--- src/rtl/io_irq_pkg.sv ---
package io_irq_pkg;

  localparam int NEV = 7;

  // event indices
  localparam int EV_CNT0   = 0;
  localparam int EV_CEND   = 1;
  localparam int EV_MEMERR = 2;
  localparam int EV_WPROT  = 3;
  localparam int EV_BADLEN = 4;
  localparam int EV_HALT   = 5;
  localparam int EV_HARD   = 6;

  // status bit positions
  localparam int SB_LEN  = 8;
  localparam int SB_HARD = 9;
  localparam int SB_CNT0 = 10;
  localparam int SB_CEND = 11;
  localparam int SB_ERR  = 12;
  localparam int SB_HALT = 14;

  localparam logic [31:0] USED_MASK =
    (32'd1 << SB_LEN) | (32'd1 << SB_HARD) | (32'd1 << SB_CNT0) |
    (32'd1 << SB_CEND) | (32'd1 << SB_ERR) | (32'd1 << SB_HALT);

  typedef struct packed {
    logic len_quiet;
    logic halt_err;
    logic unusual;
    logic end_ie;
    logic zero_ie;
  } flags_t;

  // flag rule for one event
  function automatic logic ev_gate(input int idx, input flags_t f);
    case (idx)
      EV_CNT0:             return f.zero_ie;
      EV_CEND:             return f.end_ie;
      EV_MEMERR, EV_WPROT: return f.unusual & f.halt_err;
      EV_BADLEN:           return f.unusual & f.halt_err & ~f.len_quiet;
      EV_HALT:             return f.unusual;
      EV_HARD:             return 1'b1;
      default:             return 1'b0;
    endcase
  endfunction

  // status bits set by one event
  function automatic logic [31:0] ev_mask(input int idx);
    case (idx)
      EV_CNT0:             return 32'd1 << SB_CNT0;
      EV_CEND:             return 32'd1 << SB_CEND;
      EV_MEMERR, EV_WPROT: return 32'd1 << SB_ERR;
      EV_BADLEN:           return (32'd1 << SB_LEN) | (32'd1 << SB_ERR);
      EV_HALT:             return (32'd1 << SB_HALT) | (32'd1 << SB_ERR);
      EV_HARD:             return (32'd1 << SB_HARD) | (32'd1 << SB_ERR);
      default:             return 32'd0;
    endcase
  endfunction

endpackage

--- src/rtl/evt_qualify.sv ---
module evt_qualify
  import io_irq_pkg::*;
(
  input  logic           clk,
  input  logic           rst_n,
  input  flags_t         flg,
  input  logic [NEV-1:0] ev,
  output logic [NEV-1:0] req
);

  for (genvar g = 0; g < NEV; g++) begin : g_gate
    assign req[g] = ev[g] & ev_gate(g, flg);
  end

  assert_len_quiet_R5: assert property (@(posedge clk) disable iff (!rst_n)
    flg.len_quiet |-> !req[EV_BADLEN]);

  assert_cnt0_gate_R2: assert property (@(posedge clk) disable iff (!rst_n)
    (ev[EV_CNT0] && !flg.zero_ie) |-> !req[EV_CNT0]);

  assert_err_gate_R4: assert property (@(posedge clk) disable iff (!rst_n)
    !(flg.unusual && flg.halt_err) |-> !(req[EV_MEMERR] || req[EV_WPROT]));

endmodule

--- src/rtl/stat_map.sv ---
module stat_map
  import io_irq_pkg::*;
#(
  parameter int STAT_W = 16
) (
  input  logic              clk,
  input  logic              rst_n,
  input  logic [NEV-1:0]    ev,
  output logic [STAT_W-1:0] set_mask
);

  logic [STAT_W-1:0] per_ev [NEV];

  for (genvar g = 0; g < NEV; g++) begin : g_map
    localparam logic [31:0] M = ev_mask(g);
    assign per_ev[g] = ev[g] ? M[STAT_W-1:0] : '0;
  end

  always_comb begin
    set_mask = '0;
    for (int i = 0; i < NEV; i++) set_mask = set_mask | per_ev[i];
  end

  assert_halt_bits_R7: assert property (@(posedge clk) disable iff (!rst_n)
    ev[EV_HALT] |-> (set_mask[SB_HALT] && set_mask[SB_ERR]));

  assert_cnt0_bit_R2: assert property (@(posedge clk) disable iff (!rst_n)
    ev[EV_CNT0] |-> set_mask[SB_CNT0]);

endmodule

--- src/rtl/sticky_reg.sv ---
module sticky_reg #(
  parameter int W = 1
) (
  input  logic         clk,
  input  logic         rst_n,
  input  logic         clr,
  input  logic [W-1:0] set,
  output logic [W-1:0] q
);

  always_ff @(posedge clk) begin
    if (!rst_n) q <= '0;
    else        q <= (clr ? '0 : q) | set;
  end

  assert_hold_R8: assert property (@(posedge clk) disable iff (!rst_n)
    !clr |=> ((q & $past(q)) == $past(q)));

  assert_clear_keep_R9: assert property (@(posedge clk) disable iff (!rst_n)
    clr |=> (q == $past(set)));

endmodule

--- src/rtl/io_irq_req.sv ---
module io_irq_req
  import io_irq_pkg::*;
#(
  parameter int STAT_W = 16
) (
  input  logic              clk,
  input  logic              rst_n,
  input  logic              flag_zero_ie,
  input  logic              flag_end_ie,
  input  logic              flag_unusual_ie,
  input  logic              flag_halt_err,
  input  logic              flag_len_quiet,
  input  logic              ev_count_zero,
  input  logic              ev_chan_end,
  input  logic              ev_mem_err,
  input  logic              ev_wr_protect,
  input  logic              ev_bad_length,
  input  logic              ev_halt,
  input  logic              ev_hard_err,
  input  logic              ack,
  output logic              irq_req,
  output logic [STAT_W-1:0] status
);

  localparam logic [STAT_W-1:0] USED = USED_MASK[STAT_W-1:0];

  flags_t            flg;
  logic [NEV-1:0]    ev;
  logic [NEV-1:0]    req;
  logic [STAT_W-1:0] set_mask;
  logic              any_req;

  assign flg = '{len_quiet: flag_len_quiet, halt_err: flag_halt_err,
                 unusual: flag_unusual_ie, end_ie: flag_end_ie,
                 zero_ie: flag_zero_ie};

  always_comb begin
    ev            = '0;
    ev[EV_CNT0]   = ev_count_zero;
    ev[EV_CEND]   = ev_chan_end;
    ev[EV_MEMERR] = ev_mem_err;
    ev[EV_WPROT]  = ev_wr_protect;
    ev[EV_BADLEN] = ev_bad_length;
    ev[EV_HALT]   = ev_halt;
    ev[EV_HARD]   = ev_hard_err;
  end

  evt_qualify u_qual (
    .clk(clk), .rst_n(rst_n), .flg(flg), .ev(ev), .req(req)
  );

  stat_map #(.STAT_W(STAT_W)) u_map (
    .clk(clk), .rst_n(rst_n), .ev(ev), .set_mask(set_mask)
  );

  assign any_req = |req;

  sticky_reg #(.W(1)) u_irq (
    .clk(clk), .rst_n(rst_n), .clr(ack), .set(any_req), .q(irq_req)
  );

  sticky_reg #(.W(STAT_W)) u_stat (
    .clk(clk), .rst_n(rst_n), .clr(ack), .set(set_mask), .q(status)
  );

  assert_hard_irq_R6: assert property (@(posedge clk) disable iff (!rst_n)
    ev_hard_err |=> irq_req);

  assert_idle_ack_R8: assert property (@(posedge clk) disable iff (!rst_n)
    (ack && !(|ev)) |=> (!irq_req && status == '0));

  assert_spare_bits_R11: assert property (@(posedge clk) disable iff (!rst_n)
    (status & ~USED) == '0);

  assert_no_event_R12: assert property (@(posedge clk) disable iff (!rst_n)
    (!ack && !(|ev)) |=> ($stable(irq_req) && $stable(status)));

endmodule

--- config.mk ---
export PLATFORM = sky130hd
export DESIGN_NAME = io_irq_req
export DESIGN_NICKNAME = d
export VERILOG_FILES = /design/src/rtl/io_irq_pkg.sv /design/src/rtl/evt_qualify.sv /design/src/rtl/stat_map.sv /design/src/rtl/sticky_reg.sv /design/src/rtl/io_irq_req.sv
export SDC_FILE = /design/constraint.sdc
export NUM_CORES = 1
export LEC_CHECK = 0
export ABC_AREA = 1
export BUFFER_PORTS_ARGS = -buffer_cell sky130_fd_sc_hd__buf_2
export CAP_MARGIN = 20
export CORE_MARGIN = 1
export CORE_UTILIZATION = 44
export DETAILED_ROUTE_END_ITERATION = 8
export PLACE_DENSITY = 0.75
export SYNTH_ARGS = -nofsm -noshare
export SYNTH_HDL_FRONTEND = slang
export SYNTH_HIERARCHICAL = 1
export SYNTH_SLANG_ARGS = --single-unit
--- constraint.sdc ---
create_clock -name clk -period 0.8 [get_ports clk]
set_input_delay 0.16 -clock clk [delete_from_list [all_inputs] [get_ports clk]]
set_output_delay 0.16 -clock clk [all_outputs]
set_load 0.02 [all_outputs]
## Word-level counts from Yosys, hierarchy flattened

Cells that the tools add are included.

- Reductions and logical operators: 1
- Bitwise logic cells: 17
- Muxes and demuxes: 9

Operators by type and width:

| cell | count |
|---|---|
| 16-bit OR | 7 |
| 13-bit 2-to-1 mux | 4 |
| 16-bit 2-to-1 mux | 1 |
| 15-bit 2-to-1 mux | 1 |
| 12-bit 2-to-1 mux | 1 |
| 11-bit 2-to-1 mux | 1 |
| 1-bit bitwise AND | 8 |
| 7-bit OR reduction | 1 |
| 1-bit 2-to-1 mux | 1 |
| 1-bit inverter | 1 |
| 1-bit OR | 1 |

- Bits in registers: 17
- Bits of input ports: 15
- Logic and storage cells: 29

## Depth between registers and ports, before layout

Gate-level depths: netlist of run 1.

- Depth after elaboration: 8
- Depth in mapped cells: 9
- Depth with buffers taken out: 9

## Cells and area by module

Netlist of run 1, hierarchy kept.

Modules (own cells, without submodules):

| module | times used | cells each | sequential area each (µm²) | area an instance (µm²) |
|---|---|---|---|---|
| sticky_reg at u_stat | 1 | 68 | 320.3 | 586.8 |
| stat_map | 1 | 20 | 0.0 | 132.6 |
| evt_qualify | 1 | 15 | 0.0 | 65.1 |
| io_irq_req | 1 | 12 | 0.0 | 45.0 |
| sticky_reg at u_irq | 1 | 6 | 20.0 | 43.8 |

## Worst setup path after synthesis of run 1

No wires, ideal clock.

- Path kind: input-to-reg
- From: in flag_len_quiet
- To: reg u_irq.q
- Setup slack: 0.113 ns
- Path buffers: 0
- Cell stages on the path: 9
- Arrival time: 0.573 ns
- Cell sequence: inv_1 nand2_1 nor2_2 inv_1 nand2_1 nor2_1 nand2_1 inv_1 a21oi_2

- Cells in the longest elaborated chain, start to end: 5

Ends and longest elaborated chain:

| what | RTL line | source |
|---|---|---|
| from (decl) | io_irq_req.sv:12 | `input logic flag_len_quiet,` |
| 1-bit inverter | io_irq_pkg.sv:40 | `EV_BADLEN: return f.unusual & f.halt_err & ~f.len_quiet;` |
| 1-bit bitwise AND | io_irq_pkg.sv:40 |  |
| 1-bit bitwise AND | evt_qualify.sv:12 | `assign req[g] = ev[g] & ev_gate(g, flg);` |
| via req[4] | io_irq_req.sv:29 | `logic [NEV-1:0] req;` |
| 7-bit OR reduction | io_irq_req.sv:56 | `assign any_req = \|req;` |
| via any_req | io_irq_req.sv:31 | `logic any_req;` |
| 1-bit OR | sticky_reg.sv:13 | `else q <= (clr ? '0 : q) \| set;` |
| to (signal assigned) | sticky_reg.sv:13 |  |
| to (decl) | sticky_reg.sv:8 | `output logic [W-1:0] q` |

The timed path passes the listed nets, and every way through them passes these cells.
A chain may end at the register's enable or synchronous reset.

## Worst setup path after layout of run 1

- From: reg u_stat.q[7]
- To: out status[7]

RTL lines:

| what | RTL line | source |
|---|---|---|
| from (decl) | sticky_reg.sv:8 |  |
| from (signal assigned) | sticky_reg.sv:13 |  |
| to (decl) | io_irq_req.sv:22 | `output logic [STAT_W-1:0] status` |

No word-level cell between the ends.

==> results of run 1 <==
## power by group through the flow
stage	sequential, W	combinational, W	clock, W
after CTS	0.000952	0.000434	0.000454
after floorplan	0.00102	0.000200	0
after detailed placement	0.000948	0.000359	0
final	0.000953	0.000458	0.000434
after global placement	0.000946	0.000351	0
after global routing	0.000958	0.000502	0.000496
## state kept, by name (all words and copies together) (netlist names)
name / count
u_stat/q: 16
u_irq/q: 1
## timing repair
item,in CTS,in global routing
gates resized for setup,51,1
hold buffers,0,0
setup buffers,2,5
setup endpoints to repair,17,17
## metrics by stage
step                instances  utilization [%]  worst slack (ns)  hold slack (ns)
global route              185            68.33           -0.1465           0.1337
CTS                       180            66.04           -0.1121           0.1220
finish                    185            68.33           -0.1096           0.1389
floorplan                 130                -            0.1128           0.2815
global placement          174            56.67          -0.02187           0.4141
detailed placement        174            56.67          -0.05716           0.4164
## worst max path at each step
| stage | slack (ns) | to |
|---|---|---|
| after floorplan | 0.11 | u_irq/q |
| after global placement | -0.02 | u_irq/q |
| after detailed placement | -0.06 | u_irq/q |
| after CTS | -0.11 | status[8] |
| after global routing | -0.15 | status[7] |
| final | -0.11 | status[7] |
## area by class of cell
class | instances | area, sq um | share of cell area, %
Multi-Input combinational cell | 61 | 300.3 | 24.39
Sequential cell | 17 | 361.6 | 29.37
Timing Repair Buffer | 44 | 384.1 | 31.20
Clock buffer | 4 | 26.28 | 2.134
Tap cell | 25 | 31.28 | 2.541
Inverter | 34 | 127.6 | 10.37
## cell families after synthesis
family | synth area share [%]
AO/OA/AOI/OAI | 14.04
buffers and inverters | 30.95
flip-flops | 38.97
other | 0.4294
AND/OR/NAND/NOR | 15.62
## synthesized netlist by cell type
| library cell | count |
|---|---|
| buf_4 | 17 |
| nand2_2 | 2 |
| a21oi_2 | 10 |
| a21oi_1 | 7 |
| nor2_2 | 1 |
| inv_2 | 2 |
| conb_1 | 1 |
| dfxtp_1 | 17 |
| nand3_1 | 1 |
| buf_8 | 1 |
| nor2_1 | 6 |
| nand2_1 | 24 |
| inv_1 | 32 |
## routing by layer
layer  share of wire (%)  vias to the layer above  wire, um
li1                    -                      396         -
met3                 2.9                        2        44
met4                0.79                        0        12
met2                  54                       20       813
met5                   0                        -         0
met1                  43                      302       649
==> results.md, run 1 <==
* Outcome: finished, violations left
* Failing checks: negative setup slack
* Clk root buf: clkbuf_4
* CTS tree: built
* Final instance area at 1231 sq um
* Routability cong. at 0.6268
* Slowest Stage Delay on Critical Path at 0.36 ns
* Vias/cell at 3.892
* Clk Latency, worst-skew pair at 0.27 ns
* Register-to-Register Path Depth at 4
* CTS Sinks at 17
* Die Width at 46.55 um
* Clock Path Buffers at 2
* Syn_area_per_cell at 7.218 sq um
* Post-DRT Antenna Nets at 0
* Hold Path Class: in -> reg
* GRT Resource Usage Total at 15.34%
* Critical path capture point type: primary output
* WP buf/inv at 1
* Post-detailed-placement half-perimeter wirelength at 1056 um
* Drt first pass iters at 4
* Initial Util at 48.47%
* Gr busiest metal: met2
* Crit path max fanout at 2
* Nets at 176
* Post-synthesis sequential area ratio at 38.97%
* Die height at 46.55 um
* Final worst setup slack at -0.1096 ns
* Final hold violation count at 0
* RSZ-0062 raised after global routing: yes
* Total CTS buffers at 3
* Setup crit start: u_stat/q[7]
* Crit Path Category: reg -> out
* Clock skew at 0 ns
* Area leader, netlist: dfxtp_1
* Synthesized area at 873.3 sq um
* H-Tree Depth at 1
* CP Launch Type: register
* Switch share at 27.09%
* Logic pwr share at 24.8%
* Seq cells post-synth at 17
* Max Cap Viol at 0
* Pin count of the biggest net entering global routing at 17
* DR WL/cell at 8.211 um
* Grt met2 use at 26.67%
* Crit path DAT at 0.75 ns
* Clock network power share at 23.5%
* Global-route wire length before repair at 2366 um
* Number of synthesis warnings at 6
* Num rows at 15
* Share of layout cells above drive strength 1 at 50.00%
* Core Area at 1802 sq um
* Distinct cells, synth at 13
* Met3 global-route usage at 2.353%
* DR vias at 720
* CTS clk-pin slew, worst paths at 0.09 ns
* Slowest cell on the critical path: dfxtp_2
* Antenna cells at 0
* VDD IR-drop max at 923.9 uV
* CP cell instances: buf_6
* Vias in the first global route at 604
* Layout filler cell count at 166
* Final slew viol count at 0
* Sequential power share at 51.6%
* DRC viols at 0
* Critical hold path startpoint: rst_n
* Critical path required time at 0.64 ns
* Period utilisation layout at 113.7%
* Total power at 0.001845 W
* Final setup vio count at 17
* Fin Setup TNS at -1.580 ns
* I/O pin count at 32
* Top Family by Delay on Critical Path: flip-flops
* Drt total wl at 1519 um
* LEAKAGE at 0.6456 nW
* Worst reg2reg setup slack at 0.02 ns
* Minimum clock period after layout at 0.9096 ns
* Overflow after GRT at 0
* P_sw at 0.0004997 W
* Synth top area share at 38.97%
* Startpoint of the worst-slack reg-to-reg timing path: u_stat/q[9]
* Internal at 0.001345 W
* Layout area overhead at 40.97%
* Worst path depth at 1
* Port bufs at 31
* FMAX at 1099 MHz
* DRT iter0 DRCs at 8
* Die area at 2167 sq um
* Initial antenna violation count at 0
* Worst Hold Depth at 3
* Worst r2r dst: u_stat/q[9]
* Most frequent cells in the layout: inv_1, nand2_1, buf_6, dfxtp_2, buf_2
* Power per Cell Area at 1498 nW/um^2
* Cell Area, Placed at 1021 sq um
* Cells after Synth at 121
* Commonest non-fill, non-tap cell in the layout: inv_1
* M1 GR Usage at 18.12%
* Worst Hold Path EP: u_irq/q
* Largest cells by area after synthesis: dfxtp_1, buf_4, inv_1
(Power assumes the default switching activity.)
==> run 2, diff against run 1 <==
--- a/config.mk
+++ b/config.mk
@@ -9,9 +9,9 @@
 export BUFFER_PORTS_ARGS = -buffer_cell sky130_fd_sc_hd__buf_2
 export CAP_MARGIN = 20
 export CORE_MARGIN = 1
-export CORE_UTILIZATION = 44
+export CORE_UTILIZATION = 49
 export DETAILED_ROUTE_END_ITERATION = 8
-export PLACE_DENSITY = 0.75
+export PLACE_DENSITY = 0.79
 export SYNTH_ARGS = -nofsm -noshare
 export SYNTH_HDL_FRONTEND = slang
 export SYNTH_HIERARCHICAL = 1
==> constraint.sdc (replaced) <==
create_clock -name clk -period 0.9 [get_ports clk]
set_input_delay 0.18 -clock clk [delete_from_list [all_inputs] [get_ports clk]]
set_output_delay 0.18 -clock clk [all_outputs]
set_load 0.02 [all_outputs]
==> run 2 against run 1 <==
Effect of this change: the run still ends with negative setup slack left; register-to-register slack better by 0.06 ns; sequential share of layout area up 1.8 points; setup slack better by 0.080 ns; non-clock buffer count down 4; critical path depth unchanged; flip-flop and latch count unchanged; count of clock-buffer cells in the layout unchanged; clock skew unchanged; global-route usage up 2.7 points; first-iteration DRC count down 38%; die area down 9.8%; clock power down 8.5%; critical endpoint is now status[2]; largest cell class is now registers; highest routed layer unchanged.
==> results.md, run 2 (synthesis gave the netlist of run 1 again) <==
* Post-detailed-placement half-perimeter wirelength at 996.7 um
* VDD IR-drop max at 952.3 uV
* Routability cong. at 0.6973
* Clock skew at 0 ns
* FMAX at 1075 MHz
* Switch share at 27.77%
* Top flop regs: u_stat/q: 16 flops, u_irq/q: 1 flops
* Vias in the first global route at 673
* Minimum clock period after layout at 0.9298 ns
* Die Width at 44.22 um
* WP buf/inv at 1
* Initial Util at 55.40%
* Commonest non-fill, non-tap cell in the layout: inv_1
* GRT Resource Usage Total at 18.04%
* Slowest cell on the critical path: dfxtp_2
* Clock Path Buffers at 2
* Internal at 0.001174 W
* Clk root buf: clkbuf_4
* Largest Register: u_stat/q
* CP cell instances: buf_6
* Most frequent cells in the layout: inv_1, nand2_1, buf_6, dfxtp_2, buf_2
* CTS clk-pin slew, worst paths at 0.09 ns
* Die height at 44.22 um
* CTS Sinks at 17
* Crit Path Category: reg -> out
* Worst r2r dst: u_stat/q[8]
* DRC viols at 0
* H-Tree Depth at 1
* DR vias at 726
* Period utilisation layout at 103.3%
* Clk Latency, worst-skew pair at 0.28 ns
* Final setup vio count at 17
* P_sw at 0.0004514 W
* Overflow after GRT at 0
* DR WL/cell at 8.907 um
* Port bufs at 31
* Drt first pass iters at 4
* Startpoint of the worst-slack reg-to-reg timing path: u_stat/q[8]
* Top Family by Delay on Critical Path: flip-flops
* CP Launch Type: register
* Pin count of the biggest net entering global routing at 17
* Worst reg2reg setup slack at 0.08 ns
* Met3 global-route usage at 3.673%
* Crit path max fanout at 2
* Final worst setup slack at -0.02982 ns
* Crit path DAT at 0.75 ns
* Sequential power share at 52.0%
* Critical Path Sink: status[2]
* Critical path required time at 0.72 ns
* Failing checks: negative setup slack
* I/O pin count at 32
* Slowest Stage Delay on Critical Path at 0.35 ns
* Nets at 172
* Initial antenna violation count at 0
* Critical path capture point type: primary output
* Register-to-Register Path Depth at 4
* Fin Setup TNS at -0.2982 ns
* Share of layout cells above drive strength 1 at 48.08%
* Antenna cells at 0
* Logic pwr share at 23.6%
* Hold Path Class: in -> reg
* Clock network power share at 24.4%
* Core Area at 1577 sq um
* Drt total wl at 1532 um
* Layout area overhead at 32.95%
* Total CTS buffers at 3
* Outcome: finished, violations left
* Worst path depth at 1
* Max FFs per register at 16
* Final slew viol count at 0
* Post-DRT Antenna Nets at 0
* Vias/cell at 4.221
* Die area at 1955 sq um
* Setup crit start: u_stat/q[2]
* Num rows at 14
* Power per Cell Area at 1400 nW/um^2
* Gr busiest metal: met2
* LEAKAGE at 0.6179 nW
* DRT iter0 DRCs at 5
* Global-route wire length before repair at 2635 um
* Final hold violation count at 0
* Max Cap Viol at 0
* Grt met2 use at 32.94%
* M1 GR Usage at 19.44%
* Worst hold margin at 0.1150 ns
* CTS tree: built
* RSZ-0062 raised after global routing: yes
## run 2: cell count changes in the layout (fill, tap and decap cells not counted), sizes merged
cell,delta
buf,-4
## run 2: per-layer routing
layer  wire [um]  vias up
met5           0        -
met4          12        0
met3          51        2
met2         792       21
met1         675      313
li1            -      390
## run 2: what timing repair did
item / CTS / global route
endpoints found under the hold margin: 0 / 0
endpoints found under the setup margin: 17 / 17
gates cloned: 0 / 0
setup buffers: 4 / 5
hold buffers: 0 / 0
pin swaps: 0 / 0
resized for setup: 51 / 0
## run 2: power groups by stage
stage / Sequential [W] / Combinational, W / Clock, W
floorplan: 0.000905 / 0.000178 / 0
global placement: 0.000840 / 0.000279 / 0
detailed placement: 0.000842 / 0.000286 / 0
CTS: 0.000845 / 0.000360 / 0.000416
global route: 0.000849 / 0.000420 / 0.000446
finish: 0.000845 / 0.000383 / 0.000397
## run 2: final cells by class
class,instances,area [sq um]
clock buffer,4,26.28
fill,127,415.4
inverter,34,127.6
multi-input combinational,61,296.5
sequential,17,361.6
tap,16,20.02
timing repair buffer,40,329.1
## run 2: how the worst min path moves through the flow
stage	slack, ns	endpoint	cells past startpoint	start
floorplan	0.30	u_irq/q	2	rst_n
global placement	0.43	u_irq/q	3	rst_n
finish	0.11	u_irq/q	3	rst_n
detailed placement	0.43	u_irq/q	3	rst_n
CTS	0.10	u_irq/q	3	rst_n
global route	0.11	u_irq/q	3	rst_n
## run 2: through the flow
step	total power, W	setup WS (ns)	instances	utilization [%]	instance area [sq um]
after floorplan	0.001083	0.1928	130	-	907.1
after global placement	0.001119	0.05684	159	59.60	939.7
after detailed placement	0.001127	0.02576	159	59.60	939.7
after CTS	0.001621	-0.03926	167	71.27	1124
after global routing	0.001715	-0.06387	172	73.65	1161
final	0.001625	-0.02982	172	73.65	1161
